<file path="src/rtl/adc_seq_pkg.sv">
package adc_seq_pkg;
  typedef enum logic [1:0] {
    ST_IDLE  = 2'd0,
    ST_ISSUE = 2'd1,
    ST_WAIT  = 2'd2,
    ST_SUSP  = 2'd3
  } seq_state_t;

  localparam int CTL_ADDR = 0;
endpackage

</file>
<file path="src/rtl/adc_ctl_reg.sv">
module adc_ctl_reg #(
  parameter int AW  = 3,
  parameter int DW  = 8,
  parameter int CHW = 4
) (
  input  logic           clk,
  input  logic           rst_n,
  input  logic           wr_en,
  input  logic [AW-1:0]  addr,
  input  logic [DW-1:0]  wdata,
  input  logic           pass_done,
  output logic           ctl_wr,
  output logic           scan,
  output logic           mult,
  output logic [CHW-1:0] csel,
  output logic           flag
);
  import adc_seq_pkg::*;

  assign ctl_wr = wr_en && (addr == AW'(CTL_ADDR));

  // bits 5:4 are mode, CHW-1:0 select; bits 7:6 of write data are dropped
  always_ff @(posedge clk) begin
    if (!rst_n) begin
      scan <= 1'b0;
      mult <= 1'b0;
      csel <= '0;
      flag <= 1'b0;
    end else if (ctl_wr) begin
      scan <= wdata[5];
      mult <= wdata[4];
      csel <= wdata[CHW-1:0];
      flag <= 1'b0;
    end else if (pass_done) begin
      flag <= 1'b1;
    end
  end
endmodule

</file>
<file path="src/rtl/adc_seq_fsm.sv">
module adc_seq_fsm #(
  parameter int CHW   = 4,
  parameter int NSLOT = 4,
  localparam int SW   = $clog2(NSLOT)
) (
  input  logic           clk,
  input  logic           rst_n,
  input  logic           ctl_wr,
  input  logic           scan,
  input  logic           mult,
  input  logic [CHW-1:0] csel,
  input  logic           lp_req,
  input  logic           cv_busy,
  input  logic           cv_done,
  output logic           cv_start,
  output logic [CHW-1:0] cv_chan,
  output logic [SW-1:0]  slot,
  output logic           slot_we,
  output logic           pass_done
);
  import adc_seq_pkg::*;

  seq_state_t state;
  logic       last_slot;
  logic       accept;

  assign last_slot = (slot == SW'(NSLOT - 1));
  // a result counts only when waiting, awake and not being aborted
  assign accept    = (state == ST_WAIT) && cv_done && !lp_req && !ctl_wr;
  assign slot_we   = accept;
  assign pass_done = accept && last_slot;
  assign cv_start  = (state == ST_ISSUE) && !lp_req && !cv_busy && !ctl_wr;
  assign cv_chan   = mult ? {csel[CHW-1:SW], slot} : csel;

  always_ff @(posedge clk) begin
    if (!rst_n) begin
      state <= ST_IDLE;
      slot  <= '0;
    end else if (ctl_wr) begin
      state <= ST_ISSUE;
      slot  <= '0;
    end else begin
      unique case (state)
        ST_IDLE: state <= ST_IDLE;
        ST_ISSUE: begin
          if (lp_req)        state <= ST_SUSP;
          else if (!cv_busy) state <= ST_WAIT;
        end
        ST_WAIT: begin
          if (lp_req) begin
            state <= ST_SUSP;
          end else if (cv_done) begin
            if (last_slot) begin
              slot  <= '0;
              state <= scan ? ST_ISSUE : ST_IDLE;
            end else begin
              slot  <= slot + SW'(1);
              state <= ST_ISSUE;
            end
          end
        end
        ST_SUSP: if (!lp_req) state <= ST_ISSUE;
        default: state <= ST_IDLE;
      endcase
    end
  end
endmodule

</file>
<file path="src/rtl/adc_result_bank.sv">
module adc_result_bank #(
  parameter int DW    = 8,
  parameter int NSLOT = 4,
  localparam int SW   = $clog2(NSLOT)
) (
  input  logic                      clk,
  input  logic                      rst_n,
  input  logic                      we,
  input  logic [SW-1:0]             idx,
  input  logic [DW-1:0]             din,
  output logic [NSLOT-1:0][DW-1:0]  res
);
  for (genvar g = 0; g < NSLOT; g++) begin : g_slot
    always_ff @(posedge clk) begin
      if (!rst_n)                        res[g] <= '0;
      else if (we && idx == SW'(g))      res[g] <= din;
    end
  end
endmodule

</file>
<file path="src/rtl/adc_seq_top.sv">
module adc_seq_top #(
  parameter int AW    = 3,
  parameter int DW    = 8,
  parameter int CHW   = 4,
  parameter int NSLOT = 4,
  localparam int SW   = $clog2(NSLOT)
) (
  input  logic           clk,
  input  logic           rst_n,
  input  logic           bus_wr,
  input  logic [AW-1:0]  bus_addr,
  input  logic [DW-1:0]  bus_wdata,
  output logic [DW-1:0]  bus_rdata,
  input  logic           lp_req,
  output logic           cv_start,
  output logic [CHW-1:0] cv_chan,
  input  logic           cv_busy,
  input  logic           cv_done,
  input  logic [DW-1:0]  cv_data
);
  import adc_seq_pkg::*;

  logic                     ctl_wr;
  logic                     scan_q;
  logic                     mult_q;
  logic [CHW-1:0]           csel_q;
  logic                     flag_q;
  logic                     pass_done;
  logic [SW-1:0]            slot;
  logic                     slot_we;
  logic [NSLOT-1:0][DW-1:0] res;

  adc_ctl_reg #(.AW(AW), .DW(DW), .CHW(CHW)) i_ctl (
    .clk(clk), .rst_n(rst_n), .wr_en(bus_wr), .addr(bus_addr),
    .wdata(bus_wdata), .pass_done(pass_done), .ctl_wr(ctl_wr),
    .scan(scan_q), .mult(mult_q), .csel(csel_q), .flag(flag_q)
  );

  adc_seq_fsm #(.CHW(CHW), .NSLOT(NSLOT)) i_fsm (
    .clk(clk), .rst_n(rst_n), .ctl_wr(ctl_wr), .scan(scan_q),
    .mult(mult_q), .csel(csel_q), .lp_req(lp_req), .cv_busy(cv_busy),
    .cv_done(cv_done), .cv_start(cv_start), .cv_chan(cv_chan),
    .slot(slot), .slot_we(slot_we), .pass_done(pass_done)
  );

  adc_result_bank #(.DW(DW), .NSLOT(NSLOT)) i_bank (
    .clk(clk), .rst_n(rst_n), .we(slot_we), .idx(slot),
    .din(cv_data), .res(res)
  );

  always_comb begin
    bus_rdata = '0;
    if (bus_addr == AW'(CTL_ADDR))
      bus_rdata = DW'({flag_q, 1'b0, scan_q, mult_q, csel_q});
    for (int i = 0; i < NSLOT; i++)
      if (bus_addr == AW'(i + 1)) bus_rdata = res[i];
  end
endmodule

</file>
<file path="config.mk">
export PLATFORM = sky130hd
export DESIGN_NAME = adc_seq_top
export DESIGN_NICKNAME = d
export VERILOG_FILES = /design/src/rtl/adc_seq_pkg.sv /design/src/rtl/adc_ctl_reg.sv /design/src/rtl/adc_seq_fsm.sv /design/src/rtl/adc_result_bank.sv /design/src/rtl/adc_seq_top.sv
export SDC_FILE = /design/constraint.sdc
export NUM_CORES = 1
export LEC_CHECK = 0
export CAP_MARGIN = 20
export CELL_PAD_IN_SITES_DETAIL_PLACEMENT = 0
export CELL_PAD_IN_SITES_GLOBAL_PLACEMENT = 1
export CORE_ASPECT_RATIO = 0.9
export CORE_MARGIN = 1.5
export CORE_UTILIZATION = 43
export CTS_CLUSTER_SIZE = 30
export DETAILED_ROUTE_END_ITERATION = 12
export GPL_ROUTABILITY_DRIVEN = 0
export HOLD_SLACK_MARGIN = 0.02
export PLACE_DENSITY_LB_ADDON = 0.1
export SKIP_LAST_GASP = 1
export SLEW_MARGIN = 30
export SYNTH_ARGS = -nofsm -noshare
export SYNTH_HDL_FRONTEND = slang
export SYNTH_SLANG_ARGS = --single-unit
</file>
<file path="constraint.sdc">
create_clock -name clk -period 2.4 [get_ports clk]
set_clock_uncertainty 0.05 [all_clocks]
set_input_delay 0.36 -clock clk [delete_from_list [all_inputs] [get_ports clk]]
set_output_delay 0.36 -clock clk [all_outputs]
set_load 0.01 [all_outputs]
</file>
# After elaboration in Yosys (flattened, before gate mapping)
# Index checks and enable logic that the tools add are counted.
dict set report totals {
  out_inout_bits 13
  reg_bits 43
  input_bits 25
}
dict set report op_classes {
  n_addsub 1
  eq_ne 16
  n_reduce_logical 21
  mux 16
  bitwise 2
}
# op n
set op_table {}
lappend op_table {{two-way mux 8 bit} 5}
lappend op_table {{two-way mux 2 bit} 8}
lappend op_table {{logical AND 1 bit} 11}
lappend op_table {{AND reduction 3 bit} 3}
lappend op_table {{== test 2 bit, second input constant} 4}
lappend op_table {{!= test 4 x 3 -> 1 bit, second input constant} 2}
lappend op_table {{one-hot mux 2 bit (4 select lines)} 1}
lappend op_table {{== test 3 x 2 -> 1 bit, second input constant} 2}
lappend op_table {{!= test 3 bit, second input constant} 2}
lappend op_table {{== test 2 x 1 -> 1 bit, second input constant} 2}
lappend op_table {{logical NOT 2 bit} 2}
lappend op_table {{== test 3 x 1 -> 1 bit, second input constant} 1}
lappend op_table {{== test 3 bit, second input constant} 1}
lappend op_table {{logical NOT 1 bit} 3}
lappend op_table {{logical NOT 3 bit} 1}
lappend op_table {{!= test 3 x 2 -> 1 bit, second input constant} 1}
lappend op_table {{adder 2 x 1 -> 2 bit, second input constant} 1}
lappend op_table {{two-way mux 1 bit} 2}
lappend op_table {{!= test 2 bit, second input constant} 1}
lappend op_table {{inverter 1 bit} 2}
lappend op_table {{OR reduction 2 bit} 1}

# Depth between registers and ports, before layout
dict set report logic_depth {
  ltp_word 6
  depth_mapped 6
}

# Cells and area by module
# From an unflattened synthesis, not the netlist that was laid out.
dict set report unflattened {
  cells_unflattened 223
  area_unflattened_um2 2108.3
}
# module seq_area_each_um2 cells_per_inst n_inst area_per_inst_um2
set modules_own_cells {}
lappend modules_own_cells {adc_result_bank 640.6 115 1 1177.4}
lappend modules_own_cells {adc_seq_top 0.0 48 1 362.8}
lappend modules_own_cells {adc_ctl_reg 140.1 30 1 294.0}
lappend modules_own_cells {adc_seq_fsm 80.1 30 1 274.0}

# Least setup slack after synthesis
# No wires, ideal clock.
dict set report synth_timing {
  path_type {input-to-output}
  from {input port bus_addr[1]}
  to {output port bus_rdata[5]}
  arrival_time_ns 1.268
  n_path_buf 2
  t_required_ns 1.990
  path_slack_ns 0.722
  stages 5
  cell_sequence {buf_6 -> buf_2 -> mux2_2 -> a22oi_1 -> o22ai_1}
}
dict set report synth_via {
  elab_chain_cells 6
}
# item line_no
set synth_lines {}
lappend synth_lines {{from (decl)} adc_seq_top.sv:11} ;# input logic [AW-1:0] bus_addr,
lappend synth_lines {{logical NOT 3 bit} adc_seq_top.sv:53} ;# if (bus_addr == AW'(CTL_ADDR))
lappend synth_lines {{two-way mux 8 bit} adc_seq_top.sv:53}
lappend synth_lines {{two-way mux 8 bit (3 in a row)} adc_seq_top.sv:56} ;# if (bus_addr == AW'(i + 1)) bus_rdata = res[i];
lappend synth_lines {{two-way mux 8 bit (*)} adc_seq_top.sv:56}
lappend synth_lines {{to (decl)} adc_seq_top.sv:13} ;# output logic [DW-1:0] bus_rdata,
# Every way passes the cells marked *; elsewhere a longest branch is shown, timed or not.

# Worst setup path in the final report
dict set report layout_timing {
  from {input port bus_addr[2]}
  to {output port cv_start}
}
dict set report layout_via {
  elab_chain_cells 4
}
# item line_no
set layout_lines {}
lappend layout_lines {{logical NOT 3 bit} adc_ctl_reg.sv:20} ;# assign ctl_wr = wr_en && (addr == AW'(CTL_ADDR));
lappend layout_lines {{logical AND 1 bit} adc_ctl_reg.sv:20}
lappend layout_lines {{logical NOT 1 bit} adc_seq_fsm.sv:32} ;# assign cv_start = (state == ST_ISSUE) && !lp_req && !cv_busy && !ctl_wr;
lappend layout_lines {{logical AND 1 bit} adc_seq_fsm.sv:32}
lappend layout_lines {{to (decl)} adc_seq_top.sv:15} ;# output logic cv_start,
# No other way between the ends.

==> results.json <==
{
  "cp_cell_sequence": "clkdlybuf4s50_1 > buf_4 > nor4b_4 > and4bb_2 > dlygate4sd2_1",
  "synth.most_common_cell": "nand2_1",
  "vias": 1735,
  "hold_violations": 0,
  "drt_iter0_drc": 85,
  "grt_usage_pct": 19.9,
  "p_comb_share_pct": 10.3,
  "p_leak_uw": 0.00125,
  "p_switching_uw": 305,
  "clk_path_buf_depth": 2,
  "initial_core_util_pct": 44.8,
  "die-width_um": 77.9,
  "setup_ws_ns": 0.208,
  "yosys.area_share.simple_pct": 22.3,
  "hpwlAfterDp_um": 3390,
  "routed-wl-met3_um": 158,
  "area_growth_pct": 28.0,
  "firstDrtPassIters": 4,
  "p_clk_share_pct": 36.6,
  "vdd.ir_drop.worst_mv": 0.424,
  "layout.nets": 312,
  "syn_nets": 266,
  "antenna_found_initial": 0,
  "n_antenna_cell": 0,
  "drt-met1-wl_um": 2450,
  "numCtsBuffers": 5,
  "grt_overflow": 0,
  "ys_top_cells_by_count": "55 x nand2_1, 43 x dfxtp_1, 33 x mux2i_1",
  "topRoutingLayerUsed": "met4",
  "setup_viol": 0,
  "syn_area_um2": 2170,
  "r2r_setup_slack_ns": 0.56,
  "ys_seq_area_share_pct": 39.7,
  "p_int_uw": 1050,
  "synth_cells": 237,
  "synth.top_cell.area_share_pct": 39.7,
  "slew_headroom_pct": 46.5,
  "synthAdderAreaFrac_pct": 2.31,
  "crit_path_max_fanout": 4,
  "rows": 24,
  "synth_top_area_cell": "dfxtp_1",
  "rsz0062_at_grt": "false",
  "dieArea_um2": 5480,
  "hold_path_class": "register to register",
  "viasPerCell": 4.97,
  "layout-drive-gt1-share_pct": 15.5,
  "drc": 0,
  "cp_data_required_time_ns": 1.99,
  "grt_pass1_vias": 1743,
  "path_clk_slew_ns": 0.07,
  "status": "complete, no violations",
  "clk_root_buffer_cell": "clkbuf_8",
  "cpPeakStageDelay_ns": 0.46,
  "p_sw_share_pct": 22.4,
  "drtAntennaViolNets": 0,
  "dpl_worst_slack_ns": -0.135,
  "post-route-period-util_pct": 91.3,
  "wl_um": 4880,
  "synth_xor_area_share_pct": 0,
  "synth.top_cells.by_area": "dfxtp_1 40%, mux2i_1 15%, nand2_1 9.5%, mux2_2 4.7%, nand2_8 3.7%",
  "ys_types": 26,
  "cpLargestDelayFamily": "buffers and inverters",
  "worst_slew_pin_slew_ns": 0.800,
  "synth_top_family_by_area": "simple AND/OR/NAND/NOR gates",
  "grt_max_degree": 49,
  "critPathLaunchType": "primary input",
  "p_per_area_nw_per_um2": 490,
  "ys_warn_count": 0,
  "crit_buf_inv": 3,
  "worst-setup-path-type": "primary input to output pin",
  "syn_avg_cell_area_um2": 9.15,
  "pin_count": 38,
  "maxSlewViolCount": 0,
  "ys_seq_elements": 43,
  "cap_violations": 0,
  "async_flop_share_pct": 0,
  "end_kind": "output pin",
  "grt_pass1_wl_um": 8430,
  "wl_met2_um": 2230,
  "yosys_most_used_dff": "dfxtp_1",
  "insertion_delay_ns": 0.29,
  "routedWlPerCell_um": 14.0,
  "synth-compound-area-share_pct": 11.1,
  "power_frac_seq_pct": 53.2,
  "report.power.total_uw": 1360,
  "muxShareOfSynthArea_pct": 19.9,
  "fmax_mhz": 456,
  "cts_max_level": 2,
  "period_minus_slack_ns": 2.19,
  "synth_edf_count": 0,
  "cts_tree": "built",
  "clock-sinks": 43,
  "die_h_um": 70.4,
  "port_buffers": 35,
  "core_um2": 4830,
  "worst_path_max_delay_cell": "clkdlybuf4s50_1",
  "crit_arrival_ns": 1.78
}
## layout by cell type (no fill, tap or decap), types with 2 or more instances in the layout
cell,n
a21boi_0,6
a21oi_1,13
a22oi_1,6
and4bb_2,2
buf_12,2
buf_4,17
clkbuf_8,7
clkdlybuf4s50_1,25
dfxtp_1,43
dlygate4sd2_1,9
ha_1,4
inv_1,3
mux2_2,9
mux2i_1,33
nand2_1,55
nand2_8,4
nor2_1,18
nor3b_1,7
o21ai_0,4
o22ai_1,7
## stage by stage
| step | TNS (ns) | util [%] | std cells | hold WS [ns] | cell area (um^2) |
|---|---|---|---|---|---|
| 2_1_floorplan | 0 | - | 237 | 0.384 | 2170 |
| 3_3_place_gp | -2.42 | 54.5 | 335 | 0.390 | 2630 |
| 3_5_place_dp | -2.34 | 54.5 | 335 | 0.398 | 2630 |
| 4_1_cts | -0.0784 | 56.8 | 346 | 0.410 | 2750 |
| 5_1_grt | 0 | 57.4 | 349 | 0.430 | 2780 |
| 6_report | 0 | 57.4 | 349 | 0.410 | 2780 |
## final timing paths
| path | startpoint | end | cells past startpoint |
|---|---|---|---|
| setup / recovery | bus_addr[2] | cv_start | 5 |
| hold / removal | i_bank.res[13] | i_bank.res[13] | 2 |
| setup reg to reg | i_fsm.state[0] | i_bank.res[6] | 4 |
| hold reg to reg | i_bank.res[13] | i_bank.res[13] | 2 |
## worst register-to-register path, stage by stage, from the launching register on
cell and delay (ns):
dfxtp_1 0.35, and4bb_2 0.31, nor2b_2 0.66, nand2_8 0.18, mux2i_1 0.17
## per-layer routing
layer  vias to the layer above  GRT usage [%]
met5                         -              0
met4                         0           5.86
met3                         5           4.58
met2                        24           31.5
met1                       800           27.0
li1                        906              -
## area by class of cell
class	instances	area [um^2]
sequential	43	861
tap	65	81.3
inverter	3	11.3
multi-input combinational	176	1210
fill	452	2060
timing repair buffer	54	509
clock buffer	8	100
## kinds of logic (layout without fill, tap and decap cells)
group / Yosys count / in the layout
adder cells (fa/ha/maj): 4 / 4
multiplexers: 42 / 42
buffers and inverters: 18 / 65
flip-flops: 43 / 43
AND/OR/NAND/NOR: 91 / 91
AO/OA/AOI/OAI: 39 / 39
## state kept, by name (all words and copies together), names as in the netlist
| signal | flops |
|---|---|
| i_ctl.scan | 1 |
| i_ctl.flag | 1 |
| i_fsm.slot | 2 |
| i_ctl.mult | 1 |
| i_bank.res | 32 |
| i_fsm.state | 2 |
| i_ctl.csel | 4 |
## repair_timing
action                     4_1_cts  5_1_grt
setup endpoints to repair        9        3
pin swaps                        0        0
hold endpoints to repair         0        0
hold buffers                     0        0
setup buffers                    3        3
gates cloned                     0        0
resized for setup                9        2
## power by group through the flow
stage,clock network (uW),logic [uW],registers [uW]
floorplan,0,63.4,737
global placement,0,133,739
detailed placement,0,133,739
CTS,512,137,722
global route,539,153,723
finish,497,140,722
Note: power is estimated with default switching activity, not from simulation.
